[config.mk]
export PLATFORM = sky130hd
export DESIGN_NAME = bridge_window_decode
export DESIGN_NICKNAME = d
export VERILOG_FILES = /design/src/rtl/bwd_pkg.sv /design/src/rtl/bwd_range_match.sv /design/src/rtl/bwd_ext_window.sv /design/src/rtl/bwd_side_policy.sv /design/src/rtl/bwd_sub_timer.sv /design/src/rtl/bridge_window_decode.sv
export SDC_FILE = /design/constraint.sdc
export NUM_CORES = 1
export LEC_CHECK = 0
export CAP_MARGIN = 10
export CORE_MARGIN = 8
export CORE_UTILIZATION = 57
export DETAILED_ROUTE_END_ITERATION = 8
export GPL_TIMING_DRIVEN = 0
export PLACE_DENSITY_LB_ADDON = 0.25
export SETUP_SLACK_MARGIN = 0.15
export SKIP_CTS_REPAIR_TIMING = 1
export SLEW_MARGIN = 20
export SYNTH_ARGS = -nofsm -noshare
export SYNTH_HDL_FRONTEND = slang
export SYNTH_HIERARCHICAL = 1
export SYNTH_SLANG_ARGS = --single-unit
[constraint.sdc]
create_clock -name clk -period 4.9 [get_ports clk]
set_clock_uncertainty 0.1 [all_clocks]
set_input_delay 0.98 -clock clk [delete_from_list [all_inputs] [get_ports clk]]
set_output_delay 0.98 -clock clk [all_outputs]
set_load 0.02 [all_outputs]
[src/rtl/bwd_pkg.sv]
// Package: shared codes for the bridge window decoder.
// Assumes a 3-bit claim cause field and 2-bit mode / kind fields.
package bwd_pkg;

    typedef enum logic [2:0] {
        SRC_NONE = 3'd0,
        SRC_POS  = 3'd1,
        SRC_NEG  = 3'd2,
        SRC_EXT  = 3'd3,
        SRC_SUB  = 3'd4
    } claim_src_e;

    localparam logic [1:0] MODE_NATURAL = 2'b00;
    localparam logic [1:0] MODE_POS     = 2'b01;
    localparam logic [1:0] MODE_NEG     = 2'b10;
    localparam logic [1:0] MODE_SUB     = 2'b11;

    localparam logic [1:0] KIND_OFF     = 2'b00;
    localparam logic [1:0] KIND_MEM_PF  = 2'b01;
    localparam logic [1:0] KIND_MEM_NP  = 2'b10;
    localparam logic [1:0] KIND_IO      = 2'b11;

endpackage

[src/rtl/bwd_range_match.sv]
// Inclusive address range compare at a given granularity.
// Base is rounded down and limit rounded up to 2**LSB bytes; a base
// above the limit never matches. Purely combinational.
module bwd_range_match #(
    parameter int ADDR_W = 32,
    parameter int LSB    = 12
) (
    input  logic [ADDR_W-1:0] addr,
    input  logic [ADDR_W-1:0] base,
    input  logic [ADDR_W-1:0] limit,
    input  logic              en,
    output logic              hit
);
    localparam logic [ADDR_W-1:0] LOW_MASK = (ADDR_W'(1) << LSB) - ADDR_W'(1);

    logic [ADDR_W-1:0] base_dn;
    logic [ADDR_W-1:0] limit_up;

    // Round the bounds to the granularity and compare inclusively.
    always_comb begin
        base_dn  = base & ~LOW_MASK;
        limit_up = limit | LOW_MASK;
        hit      = en && (base_dn <= limit_up) &&
                   (addr >= base_dn) && (addr <= limit_up);
    end
endmodule

[src/rtl/bwd_ext_window.sv]
// One extension window: chooses memory or I/O granularity by kind and
// reports a match only when the access type agrees with the kind.
// Assumes kind encoding from bwd_pkg.
module bwd_ext_window #(
    parameter int ADDR_W  = 32,
    parameter int MEM_LSB = 12,
    parameter int IO_LSB  = 2
) (
    input  logic [ADDR_W-1:0] addr,
    input  logic              req_io,
    input  logic [ADDR_W-1:0] base,
    input  logic [ADDR_W-1:0] limit,
    input  logic [1:0]        kind,
    output logic              hit
);
    import bwd_pkg::*;

    logic mem_en;
    logic io_en;
    logic mem_hit;
    logic io_hit;

    // Enable the comparator whose kind and access type agree.
    always_comb begin
        mem_en = !req_io && (kind == KIND_MEM_PF || kind == KIND_MEM_NP);
        io_en  = req_io && (kind == KIND_IO);
    end

    bwd_range_match #(.ADDR_W(ADDR_W), .LSB(MEM_LSB)) u_mem (
        .addr(addr), .base(base), .limit(limit), .en(mem_en), .hit(mem_hit)
    );

    bwd_range_match #(.ADDR_W(ADDR_W), .LSB(IO_LSB)) u_io (
        .addr(addr), .base(base), .limit(limit), .en(io_en), .hit(io_hit)
    );

    // Either enabled comparator reporting a match is a window hit.
    always_comb hit = mem_hit || io_hit;
endmodule

[src/rtl/bwd_side_policy.sv]
// Resolves the decode mode of the access side and turns the standard
// window result into a positive or negative claim. Subtractive mode
// yields no immediate claim and is flagged for the delay timer.
module bwd_side_policy (
    input  logic                 req_side,
    input  logic [1:0]           mode_pri,
    input  logic [1:0]           mode_sec,
    input  logic                 range_hit,
    output logic                 sub_mode,
    output logic                 base_claim,
    output bwd_pkg::claim_src_e  base_src
);
    import bwd_pkg::*;

    logic [1:0] raw_mode;
    logic [1:0] eff_mode;

    // Pick the side's mode and map the natural code per side.
    always_comb begin
        raw_mode = req_side ? mode_sec : mode_pri;
        if (raw_mode == MODE_NATURAL) eff_mode = req_side ? MODE_NEG : MODE_POS;
        else                          eff_mode = raw_mode;
    end

    // Convert the window result into a claim for the effective mode.
    always_comb begin
        sub_mode   = (eff_mode == MODE_SUB);
        base_claim = 1'b0;
        base_src   = SRC_NONE;
        unique case (eff_mode)
            MODE_POS: if (range_hit)  begin base_claim = 1'b1; base_src = SRC_POS; end
            MODE_NEG: if (!range_hit) begin base_claim = 1'b1; base_src = SRC_NEG; end
            default: ;
        endcase
    end
endmodule

[src/rtl/bwd_sub_timer.sv]
// Subtractive delay timer: armed by an address phase in subtractive mode,
// fires on the DELAY-th edge after it when none_claimed is high there.
// Any new address phase restarts or clears it.
module bwd_sub_timer #(
    parameter int DELAY = 3
) (
    input  logic clk,
    input  logic rst_n,
    input  logic req_valid,
    input  logic arm,
    input  logic none_claimed,
    output logic fire
);
    localparam int CW = $clog2(DELAY + 1);

    logic [CW-1:0] cnt;

    // Load on an address phase, otherwise count down to zero.
    always_ff @(posedge clk) begin
        if (!rst_n)              cnt <= '0;
        else if (req_valid)      cnt <= arm ? CW'(DELAY) : '0;
        else if (cnt != '0)      cnt <= cnt - CW'(1);
    end

    // The last count is the deciding edge.
    always_comb fire = (cnt == CW'(1)) && none_claimed;
endmodule

[src/rtl/bridge_window_decode.sv]
// Bridge address window decoder top. Matches each address phase against
// the standard memory / I/O windows and NUM_EXT extension windows, applies
// the side's decode mode, and registers a one-cycle claim result.
// Assumes req_valid lasts one cycle per address phase; configuration
// inputs are stable while accesses are in flight.
module bridge_window_decode #(
    parameter int ADDR_W      = 32,
    parameter int NUM_EXT     = 2,
    parameter int STD_MEM_LSB = 20,
    parameter int STD_IO_LSB  = 12,
    parameter int EXT_MEM_LSB = 12,
    parameter int EXT_IO_LSB  = 2,
    parameter int SUB_DELAY   = 3
) (
    input  logic                              clk,
    input  logic                              rst_n,
    input  logic                              req_valid,
    input  logic [ADDR_W-1:0]                 req_addr,
    input  logic                              req_io,
    input  logic                              req_side,
    input  logic                              none_claimed,
    input  logic [1:0]                        mode_pri,
    input  logic [1:0]                        mode_sec,
    input  logic [ADDR_W-STD_MEM_LSB-1:0]     std_mem_base,
    input  logic [ADDR_W-STD_MEM_LSB-1:0]     std_mem_limit,
    input  logic [ADDR_W-STD_IO_LSB-1:0]      std_io_base,
    input  logic [ADDR_W-STD_IO_LSB-1:0]      std_io_limit,
    input  logic [NUM_EXT-1:0][ADDR_W-1:0]    ext_base,
    input  logic [NUM_EXT-1:0][ADDR_W-1:0]    ext_limit,
    input  logic [NUM_EXT-1:0][1:0]           ext_kind,
    input  logic [NUM_EXT-1:0]                ext_side,
    input  logic [NUM_EXT-1:0]                ext_hole,
    output logic                              claim,
    output logic [2:0]                        claim_src,
    output logic [NUM_EXT-1:0]                claim_ext
);
    import bwd_pkg::*;

    logic               std_mem_hit;
    logic               std_io_hit;
    logic               std_hit;
    logic               hole_hit;
    logic               range_hit;
    logic [NUM_EXT-1:0] ext_hit;
    logic [NUM_EXT-1:0] ext_sel;
    logic               sub_mode;
    logic               base_claim;
    claim_src_e         base_src;
    logic               fast_claim;
    claim_src_e         fast_src;
    logic               sub_arm;
    logic               sub_fire;

    // Standard windows, widened to full addresses.
    bwd_range_match #(.ADDR_W(ADDR_W), .LSB(STD_MEM_LSB)) u_std_mem (
        .addr (req_addr),
        .base ({std_mem_base,  {STD_MEM_LSB{1'b0}}}),
        .limit({std_mem_limit, {STD_MEM_LSB{1'b0}}}),
        .en   (!req_io),
        .hit  (std_mem_hit)
    );

    bwd_range_match #(.ADDR_W(ADDR_W), .LSB(STD_IO_LSB)) u_std_io (
        .addr (req_addr),
        .base ({std_io_base,  {STD_IO_LSB{1'b0}}}),
        .limit({std_io_limit, {STD_IO_LSB{1'b0}}}),
        .en   (req_io),
        .hit  (std_io_hit)
    );

    // Extension windows, one matcher each.
    for (genvar i = 0; i < NUM_EXT; i++) begin : g_ext
        bwd_ext_window #(
            .ADDR_W(ADDR_W), .MEM_LSB(EXT_MEM_LSB), .IO_LSB(EXT_IO_LSB)
        ) u_win (
            .addr  (req_addr),
            .req_io(req_io),
            .base  (ext_base[i]),
            .limit (ext_limit[i]),
            .kind  (ext_kind[i]),
            .hit   (ext_hit[i])
        );
    end

    // Combine standard hits, apply primary holes, select side-matched extensions.
    always_comb begin
        std_hit   = std_mem_hit || std_io_hit;
        hole_hit  = !req_side && ((ext_hit & ext_hole) != '0);
        range_hit = std_hit && !hole_hit;
        ext_sel   = ext_hit & ~(ext_side ^ {NUM_EXT{req_side}});
    end

    bwd_side_policy u_policy (
        .req_side  (req_side),
        .mode_pri  (mode_pri),
        .mode_sec  (mode_sec),
        .range_hit (range_hit),
        .sub_mode  (sub_mode),
        .base_claim(base_claim),
        .base_src  (base_src)
    );

    // Extension claims outrank the standard result; subtractive waits.
    always_comb begin
        if (ext_sel != '0) begin
            fast_claim = 1'b1;
            fast_src   = SRC_EXT;
        end else begin
            fast_claim = base_claim;
            fast_src   = base_src;
        end
        sub_arm = sub_mode && (ext_sel == '0);
    end

    bwd_sub_timer #(.DELAY(SUB_DELAY)) u_sub (
        .clk         (clk),
        .rst_n       (rst_n),
        .req_valid   (req_valid),
        .arm         (sub_arm),
        .none_claimed(none_claimed),
        .fire        (sub_fire)
    );

    // Register the claim pulse; a new address phase takes priority.
    always_ff @(posedge clk) begin
        if (!rst_n) begin
            claim     <= 1'b0;
            claim_src <= SRC_NONE;
            claim_ext <= '0;
        end else if (req_valid) begin
            claim     <= fast_claim;
            claim_src <= fast_src;
            claim_ext <= (fast_src == SRC_EXT) ? ext_sel : '0;
        end else if (sub_fire) begin
            claim     <= 1'b1;
            claim_src <= SRC_SUB;
            claim_ext <= '0;
        end else begin
            claim     <= 1'b0;
            claim_src <= SRC_NONE;
            claim_ext <= '0;
        end
    end
endmodule

Yosys cells after proc, flatten, opt, wreduce, memory -nomap -nowiden
Cells that the tools add are included.
{"block": "totals", "input_bits": 242, "register_bits": 8, "memories": 0, "out_inout_bits": 6, "ramBits": 0, "latch_bits": 0, "word_cells": 97, "rom_bits": 0}
{"block": "op_classes", "reduce_logical": 41, "n_lt_le_gt_ge": 18, "bitwise": 4, "eq_ne": 11, "multipliers": 0, "n_shift": 0, "muxes": 18, "div_mod_pow": 0, "addsub": 1}
{"op": "32-bit less-or-equal comparator", "n": 12}
{"op": "32-bit >= comparator", "n": 6}
{"op": "1-bit logical AND", "n": 26}
{"op": "2-bit 2-to-1 mux", "n": 7}
{"op": "2-bit equality test, second input constant", "n": 6}
{"op": "3-bit 2-to-1 mux", "n": 3}
{"op": "2-bit by 1-bit equality test with 1-bit output, second input constant", "n": 4}
{"op": "2-bit nonzero test", "n": 4}
{"op": "1-bit 2-to-1 mux", "n": 6}
{"op": "3-bit case mux with 2 select lines", "n": 1}
{"op": "1-bit logical OR", "n": 5}
{"op": "2-bit bitwise AND", "n": 2}
{"op": "2-bit zero test", "n": 2}
{"op": "3-bit by 2-bit equality test with 1-bit output, second input constant", "n": 1}
{"op": "1-bit zero test", "n": 3}
{"op": "3-bit AND reduction", "n": 1}
{"op": "2-bit inverter", "n": 1}
{"op": "1-bit case mux with 2 select lines", "n": 1}
{"op": "2-bit by 1-bit subtractor with 2-bit output, second input constant", "n": 1}
{"op": "2-bit bitwise XOR", "n": 1}

Depth between registers and ports, before layout
Gate-level depths: netlist (run 1).
{"block": "depth", "word_depth": 17, "depth_mapped": 15}

By module
The synthesis (run 1) kept the hierarchy.
{"module": "bwd_range_match (g_ext[0].u_win.u_mem ...)", "area_each_um2": 1477.7, "cells_per_inst": 200, "seq_area_each_um2": 0.0, "instances": 3}
{"module": "bwd_range_match (g_ext[0].u_win.u_io ...)", "area_each_um2": 2135.8, "cells_per_inst": 282, "seq_area_each_um2": 0.0, "instances": 2}
{"module": "bwd_range_match (u_std_mem)", "area_each_um2": 942.2, "cells_per_inst": 125, "seq_area_each_um2": 0.0, "instances": 1}
{"module": "bridge_window_decode", "area_each_um2": 252.7, "cells_per_inst": 28, "seq_area_each_um2": 120.1, "instances": 1}
{"module": "bwd_sub_timer", "area_each_um2": 136.4, "cells_per_inst": 14, "seq_area_each_um2": 40.0, "instances": 1}
{"module": "bwd_side_policy", "area_each_um2": 112.6, "cells_per_inst": 15, "seq_area_each_um2": 0.0, "instances": 1}
{"module": "bwd_ext_window", "area_each_um2": 35.0, "cells_per_inst": 4, "seq_area_each_um2": 0.0, "instances": 2}

Least setup slack after synthesis (run 1)
Ideal clock, no wire load.
{"block": "synth_timing", "path_type": "input to register", "startpoint": "input port ext_limit[11] (netlist name)", "endpoint": "register claim", "required_ns": 4.726, "setup_slack_ns": 1.456, "setup_time_ns": 0.074, "arrival_time_ns": 3.269, "path_stages": 15, "path_buffers": 0, "path_cell_list": "inv_1 > ha_1 > nand4_2 > nor4_2 > nand2b_1 > o32ai_1 > or3_1 > nor4_2 > or2_1 > a22oi_1 > o22a_2 > nor2b_1 > a21o_1 > inv_1 > a31oi_1"}
{"block": "synth_between", "elab_chain_len": 14, "elab_cells_between_ends": 18, "classes_between": "2 x order compare; 5 x mux; 2 x bitwise; 9 x reduce/logical"}
{"element": "from (decl)", "line": "bridge_window_decode.sv:29", "source": "input logic [NUM_EXT-1:0][ADDR_W-1:0] ext_limit,"}
{"element": "32-bit less-or-equal comparator", "line": "bwd_range_match.sv:23", "source": "hit = en && (base_dn <= limit_up) &&"}
{"element": "1-bit logical AND (2 in a row)", "line": "bwd_range_match.sv:23"}
{"element": "1-bit logical AND *", "line": "bwd_range_match.sv:24", "source": "(addr >= base_dn) && (addr <= limit_up);"}
{"element": "named net g_ext[0].u_win.io_hit", "line": "bwd_ext_window.sv:21", "source": "logic io_hit;"}
{"element": "1-bit logical OR *", "line": "bwd_ext_window.sv:38", "source": "always_comb hit = mem_hit || io_hit;"}
{"element": "named net ext_hit[0]", "line": "bridge_window_decode.sv:44", "source": "logic [NUM_EXT-1:0] ext_hit;"}
{"element": "2-bit bitwise AND *", "line": "bridge_window_decode.sv:88", "source": "hole_hit = !req_side && ((ext_hit & ext_hole) != '0);"}
{"element": "2-bit nonzero test *", "line": "bridge_window_decode.sv:88"}
{"element": "1-bit logical AND *", "line": "bridge_window_decode.sv:88"}
{"element": "1-bit zero test *", "line": "bridge_window_decode.sv:89", "source": "range_hit = std_hit && !hole_hit;"}
{"element": "1-bit logical AND *", "line": "bridge_window_decode.sv:89"}
{"element": "named net range_hit", "line": "bridge_window_decode.sv:43", "source": "logic range_hit;"}
{"element": "1-bit 2-to-1 mux, on equally long branches", "line": "bwd_side_policy.sv:32, bwd_side_policy.sv:31"}
{"element": "1-bit case mux with 2 select lines *", "line": "bwd_side_policy.sv:30", "source": "unique case (eff_mode)"}
{"element": "named net base_claim", "line": "bridge_window_decode.sv:47", "source": "logic base_claim;"}
{"element": "1-bit 2-to-1 mux *", "line": "bridge_window_decode.sv:105", "source": "if (ext_sel != '0) begin"}
{"element": "1-bit 2-to-1 mux *", "line": "bridge_window_decode.sv:130", "source": "end else if (req_valid) begin"}
{"element": "to (signal assigned)", "line": "bridge_window_decode.sv:131", "source": "claim <= fast_claim;"}
{"element": "to (decl)", "line": "bridge_window_decode.sv:33", "source": "output logic claim,"}
The timed path passes the listed nets; every way through them passes the cells marked *.
A chain may end at the register's enable or synchronous reset.

Final worst setup path (run 1)
{"block": "layout_timing", "startpoint": "input port req_addr[19]", "endpoint": "register claim"}
{"block": "layout_between", "elab_chain_len": 13, "elab_cells_between_ends": 39, "classes_between": "12 x order compare; 5 x mux; 2 x bitwise; 20 x reduce/logical"}
{"element": "from (decl)", "line": "bridge_window_decode.sv:18", "source": "input logic [ADDR_W-1:0] req_addr,"}
{"element": "32-bit >= comparator", "line": "bwd_range_match.sv:24"}
{"element": "1-bit logical AND", "line": "bwd_range_match.sv:23"}
{"element": "1-bit logical AND *", "line": "bwd_range_match.sv:24"}
{"element": "named net g_ext[0].u_win.io_hit", "line": "bwd_ext_window.sv:21"}
{"element": "1-bit logical OR *", "line": "bwd_ext_window.sv:38"}
{"element": "named net ext_hit[0]", "line": "bridge_window_decode.sv:44"}
{"element": "2-bit bitwise AND *", "line": "bridge_window_decode.sv:88"}
{"element": "2-bit nonzero test *", "line": "bridge_window_decode.sv:88"}
{"element": "1-bit logical AND *", "line": "bridge_window_decode.sv:88"}
{"element": "1-bit zero test *", "line": "bridge_window_decode.sv:89"}
{"element": "1-bit logical AND *", "line": "bridge_window_decode.sv:89"}
{"element": "named net range_hit", "line": "bridge_window_decode.sv:43"}
{"element": "1-bit 2-to-1 mux, on equally long branches", "line": "bwd_side_policy.sv:32, bwd_side_policy.sv:31"}
{"element": "1-bit case mux with 2 select lines *", "line": "bwd_side_policy.sv:30"}
{"element": "named net base_claim", "line": "bridge_window_decode.sv:47"}
{"element": "1-bit 2-to-1 mux *", "line": "bridge_window_decode.sv:105"}
{"element": "1-bit 2-to-1 mux *", "line": "bridge_window_decode.sv:130"}
Marks and branches as above.

==> impl_results.md, run 1 <==
* Status: finished, final reports clean
* Maximum fanout along the worst path at 12
* Sw Ratio at 47.0%
* Synthesized area at 10200 µm²
* Vias per cell at 6.05
* Placed insts at 1821
* Largest net degree at the start of global routing at 13
* Total net switching power at 0.602 mW
* Total die area at 22500 µm²
* Combinational share of power at 83.6%
* Slew HR at 52.4%
* Syn_nets at 1992
* DRC at 0
* Non-filler instance count after layout at 1825
* Clock Sinks at 8
* CP Launch Type: primary input
* Total track usage at 28.5%
* Final Hold Fails at 0
* Total CTS buffers at 3
* H-tree levels at 1
* Kind of critical path: primary input to flip-flop
* Vias in the first global route at 11050
* Worst hold path class: flip-flop to flip-flop
* Wire per inst at 18.3 µm
* PwrDens at 98.3 nW/µm²
* # fillers at 1424
* Grt ovf at 0
* Post-layout instance area at 13000 µm²
* First-pass GRT wire length at 53000 µm
* Setup violators final at 0
* Worst-case clock buffer depth at 2
* Vias post-DR at 11043
* DIE WIDTH at 150 µm
* Root Buffer: clkbuf_16
* Skew-Pair Late Insertion Delay at 0.23 ns
* YS warnings at 6
* Drt initial violations at 669
* Sequential Power Share at 5.7%
* RSZ-0062 raised after global routing: no
* Die Y at 150 µm
* Share of layout cells above drive strength 1 at 2.38%
* Port Buffer Count at 239
* Static Leak at 7.10 nW
* Routed Antenna Nets at 0
* DP Area at 12900 µm²
* Fin. max-slew vios at 0
* Final GP Congestion at 0.985
* Nets at 2236
* P&R area growth vs syn at 27.6%
* Initial Util at 57.5%
* DP HPWL at 29200 µm
* Initial antenna violation count at 2
* Clock group share of total power at 10.8%
* Min Hold Slack at 0.460 ns
* FMAX at 222 MHz
* CTS tree: built
* WP data required at 4.90 ns
* Data arrival, critical path at 4.50 ns
* Fin crit share at 91.8%
* Num rows at 49
* Setup_tns at 0 ns
* Ports at 248
* Tightest Pin Transition at 0.713 ns
* Max-Cap Viols at 0
* Syn avg cell area at 7.55 µm²
* Critical path endpoint category: flip-flop
* Worst vdd ir at 0.000269 V
* Power, Total at 1.28 mW
* Drt pass-1 iters at 5
* Cells after Synth at 1353
* Fin crit period at 4.50 ns
* Core area at 17800 µm²
* WL final at 33300 µm
* Internal power at 0.680 mW
* Clock Pin Slew Worst Setup and Hold Paths at 0.04 ns
path summary, 6_finish.rpt:
kind / startpoint / end / slack (ns) / cells past startpoint
max reg2reg: u_sub/cnt[1] / claim_src[2] / 3.55 / 5
max: req_addr[19] / claim / 0.40 / 15
min reg2reg: u_sub/cnt[1] / u_sub/cnt[1] / 0.46 / 2
min: u_sub/cnt[1] / u_sub/cnt[1] / 0.46 / 2
sequential cells by signal (all words and copies together) (netlist names):
register	count
u_sub/cnt	2
claim_ext	2
claim_src	3
claim	1
metrics by stage:
| step | util, % | setup WS [ns] |
|---|---|---|
| 6_report | 73.3 | 0.401 |
| 5_1_grt | 73.3 | 0.161 |
| 4_1_cts | 72.9 | 0.135 |
| 3_5_place_dp | 72.5 | -0.00120 |
| 3_3_place_gp | 72.5 | -0.00350 |
| 2_1_floorplan | - | 1.46 |
worst max-delay path, stage by stage:
cell and delay [ns]:
clkdlybuf4s50_1 0.72, ha_1 0.49, nand4_1 0.13, nor4_2 0.46, nand2b_1 0.14, o32ai_1 0.26, or3_1 0.16, nor4_2 0.04
or2_1 0.32, a22oi_1 0.20, o22a_2 0.20, nor2b_1 0.08, a21o_1 0.17, inv_1 0.06, a31oi_1 0.08
layout make-up:
class	count	area [µm²]	area share [%]
diodes	1	2.50	0.0192
plain buffers	1	7.51	0.0576
clock buffers	3	75.1	0.576
inverters	279	1050	8.03
multi-input cells	1065	9010	69.1
flip-flops and latches	8	160	1.23
well taps	229	287	2.20
repair buffers	239	2450	18.8
power by group through the flow:
stage                     Combinational (mW)  Clock (mW)  Sequential (mW)
after floorplan                        0.586           0           0.0760
after global placement                 0.997           0           0.0736
after detailed placement                1.05           0           0.0738
after CTS                               1.06       0.140           0.0728
after global routing                    1.20       0.146           0.0733
final                                   1.07       0.138           0.0729
cells in the final DEF (no fill, tap or decap), types with 3 or more instances in the layout:
| master | count |
|---|---|
| nor4_2 | 10 |
| a22oi_1 | 6 |
| nor2_1 | 27 |
| a211oi_1 | 12 |
| nand4b_1 | 5 |
| or3_1 | 4 |
| and4_1 | 9 |
| a2111oi_2 | 3 |
| nand4_2 | 5 |
| dfxtp_1 | 8 |
| inv_1 | 279 |
| nand4_1 | 80 |
| and2_2 | 3 |
| nor2b_1 | 14 |
| dlymetal6s2s_1 | 24 |
| o21ai_1 | 5 |
| nor4b_1 | 8 |
| nor4_1 | 19 |
| a221oi_1 | 10 |
| ha_1 | 397 |
| nor4bb_1 | 5 |
| nor3_1 | 15 |
| o21a_1 | 3 |
| a22o_1 | 4 |
| nand2b_1 | 3 |
| a2111oi_0 | 4 |
| nand2_1 | 89 |
| o21ai_0 | 53 |
| a21o_1 | 42 |
| nand4_4 | 3 |
| nand3_1 | 32 |
| a21oi_1 | 154 |
| a31oi_1 | 4 |
| clkbuf_16 | 3 |
| clkdlybuf4s50_1 | 215 |
per-layer routing:
layer | vias to the layer above | wire length [µm] | global-route usage [%]
li1 | 5468 | - | -
met1 | 5055 | 14200 | 36.2
met2 | 459 | 15400 | 48.8
met3 | 59 | 2910 | 4.87
met4 | 2 | 735 | 7.55
met5 | - | 13 | 0
No activity file was read; power rests on OpenSTA's default activity.
==> run 2: changes to the inputs <==
--- a/config.mk
+++ b/config.mk
@@ -8,8 +8,9 @@
 export CAP_MARGIN = 10
 export CORE_MARGIN = 8
 export CORE_UTILIZATION = 57
+export CTS_CLUSTER_DIAMETER = 150
 export DETAILED_ROUTE_END_ITERATION = 8
-export GPL_TIMING_DRIVEN = 0
+export GPL_TIMING_DRIVEN = 1
 export PLACE_DENSITY_LB_ADDON = 0.25
 export SETUP_SLACK_MARGIN = 0.15
 export SKIP_CTS_REPAIR_TIMING = 1
==> run 2 against run 1 <==
  * Sequential share of layout area hardly changed
  * Combinational power hardly changed
  * Sequential power hardly changed
  * Via count is 0.44% higher
  * Power is 2.1% higher
  * Fmax is 1.8% higher
  * Die area stayed put
  * Setup slack better by 0.080 ns
  * Design area is 1.5% higher
  * Cell count is 1.9% higher
  * Non-clock buffer count is 35 higher
  * Hold slack worse by 0.0083 ns
  * Highest routed layer unchanged
==> impl_results.md, run 2 (synthesis results as in run 1) <==
* Clock Sinks at 8 (unchanged)
* Skew-Pair Late Insertion Delay at 0.23 ns (about the same)
* Worst hold path class: flip-flop to flip-flop
* Multi-input logic area at 9000 µm² (about the same)
* Static Leak at 7.05 nW (-0.71%)
* Worst-case clock buffer depth at 2 (unchanged)
* PwrDens at 98.9 nW/µm² (+0.57%)
* Fin. max-slew vios at 0 (unchanged)
* RSZ-0062 raised after global routing: no
* Maximum fanout along the worst path at 7 (-5)
* DRC at 0 (unchanged)
* Total CTS buffers at 3 (unchanged)
* Status: finished, final reports clean
* Kind of critical path: primary input to flip-flop
* Met1 usage at 36.6% (+0.47 points)
* Diodes inserted at 0 (-1)
* Die Y at 150 µm (unchanged)
* Worst vdd ir at 0.000217 V (-19%)
* Data arrival, critical path at 4.48 ns (-0.02 ns)
* Slew HR at 50.7% (-1.7 points)
* CP Launch Type: primary input
* Post-layout instance area at 13200 µm² (+1.5%)
* DIE WIDTH at 150 µm (unchanged)
* Max reg flops at 3 (unchanged)
* Wire per inst at 18.5 µm (+1.1%)
* Met2 GRT Util at 51.0% (+2.2 points)
* Ports at 248 (unchanged)
* Fin crit period at 4.42 ns (-0.0798 ns)
* Num rows at 49 (unchanged)
* DP HPWL at 30800 µm (+5.5%)
* Max-Cap Viols at 0 (unchanged)
* Root Buffer: clkbuf_16
* Register-to-register path setup slack at 3.58 ns (+0.03 ns)
* Initial antenna violation count at 1 (-1)
* Final Util at 74.4% (+1.1 points)
* Grt ovf at 0 (unchanged)
* Vias per cell at 5.97 (-1.4%)
* Drt pass-1 iters at 6 (+1)
* Vias in the first global route at 11141 (+0.82%)
* Core area at 17800 µm² (unchanged)
* Final Hold Fails at 0 (unchanged)
* First-pass GRT wire length at 54300 µm (+2.6%)
* Share of layout cells above drive strength 1 at 4.42% (+2.0 points)
* WL final at 34300 µm (+3.0%)
* Biggest register: claim_src
* Setup violators final at 0 (unchanged)
* FMAX at 226 MHz (+1.8%)
* Vias post-DR at 11092 (+0.44%)
* Largest net degree at the start of global routing at 13 (unchanged)
* # fillers at 1413 (-0.77%)
* CTS tree: built
* Drt initial violations at 701 (+4.8%)
* Gr busiest metal: met2
* Initial Util at 57.5% (unchanged)
* Commonest cells after routing, fill and taps aside: ha_1 (397), inv_1 (279), clkdlybuf4s50_1 (239)
* Port Buffer Count at 239 (unchanged)
* GR Util met3 at 4.20% (-0.67 points)
* H-tree levels at 1 (unchanged)
* Tightest Pin Transition at 0.732 ns (+0.0193 ns)
* WP data required at 4.96 ns (+0.06 ns)
* Commonest non-fill, non-tap cell in the layout: ha_1
* Clock Pin Slew Worst Setup and Hold Paths at 0.04 ns (about the same)
* Final GP Congestion at 0.951 (-3.5%)
* Total die area at 22500 µm² (unchanged)
* Total track usage at 29.5% (+1.0 points)
* Routed Antenna Nets at 0 (unchanged)
* P&R area growth vs syn at 29.5%
* DP Area at 13200 µm² (+2.0%)
* Register area at 160 µm² (unchanged)
* Largest regs: claim_src (3), claim_ext (2), u_sub/cnt (2)
* Setup_tns at 0 ns (unchanged)
* Fin crit share at 90.2% (-1.6 points)
* Nets at 2271 (+1.6%)
* Critical path endpoint category: flip-flop
[run 2: per-layer routing]
metal  wire length, µm  up-vias
li1                  -     5529
met1             14500     5057
met2             15800      426
met3              2740       78
met4              1330        2
met5                11        -
[run 2: final timing paths]
| kind | from | endpoint | cells past startpoint |
|---|---|---|---|
| max | req_addr[11] | claim | 15 |
| min | u_sub/cnt[1] | u_sub/cnt[1] | 2 |
| max reg2reg | u_sub/cnt[1] | claim_src[2] | 5 |
| min reg2reg | u_sub/cnt[1] | u_sub/cnt[1] | 2 |
[run 2: area by class of cell]
| cell class | instances | area share (%) |
|---|---|---|
| Sequential cell | 8 | 1.21 |
| Timing Repair Buffer | 275 | 20.1 |
| Multi-Input combinational cell | 1065 | 68.0 |
| Clock buffer | 3 | 0.567 |
| Inverter | 279 | 7.91 |
| Tap cell | 229 | 2.17 |
[run 2: worst max-delay path, stage by stage]
cell and delay (ns):
clkdlybuf4s50_1 0.71, ha_1 0.34, nand4_2 0.13, a211oi_1 0.06
a2111oi_0 0.57, o32ai_1 0.13, or3_1 0.33, nor4_2 0.19
or2_1 0.26, a22oi_1 0.12, o22a_2 0.22, nor2b_1 0.15
a21o_1 0.10, inv_1 0.03, a31oi_1 0.14
[run 2: power by group]
part           internal [mW]  switching (mW)
registers             0.0700         0.00295
logic                  0.524           0.575
clock network          0.105          0.0318
[run 2: per-stage QoR]
stage / std cells / setup slack [ns] / hold WS (ns) / power, mW
3_3_place_gp: 1856 / 0.300 / 0.438 / 1.10
5_1_grt: 1859 / 0.260 / 0.476 / 1.44
3_5_place_dp: 1856 / 0.240 / 0.449 / 1.15
4_1_cts: 1859 / 0.481 / 0.453 / 1.30
2_1_floorplan: 1353 / 1.46 / 0.428 / 0.662
6_report: 1859 / 0.481 / 0.451 / 1.31
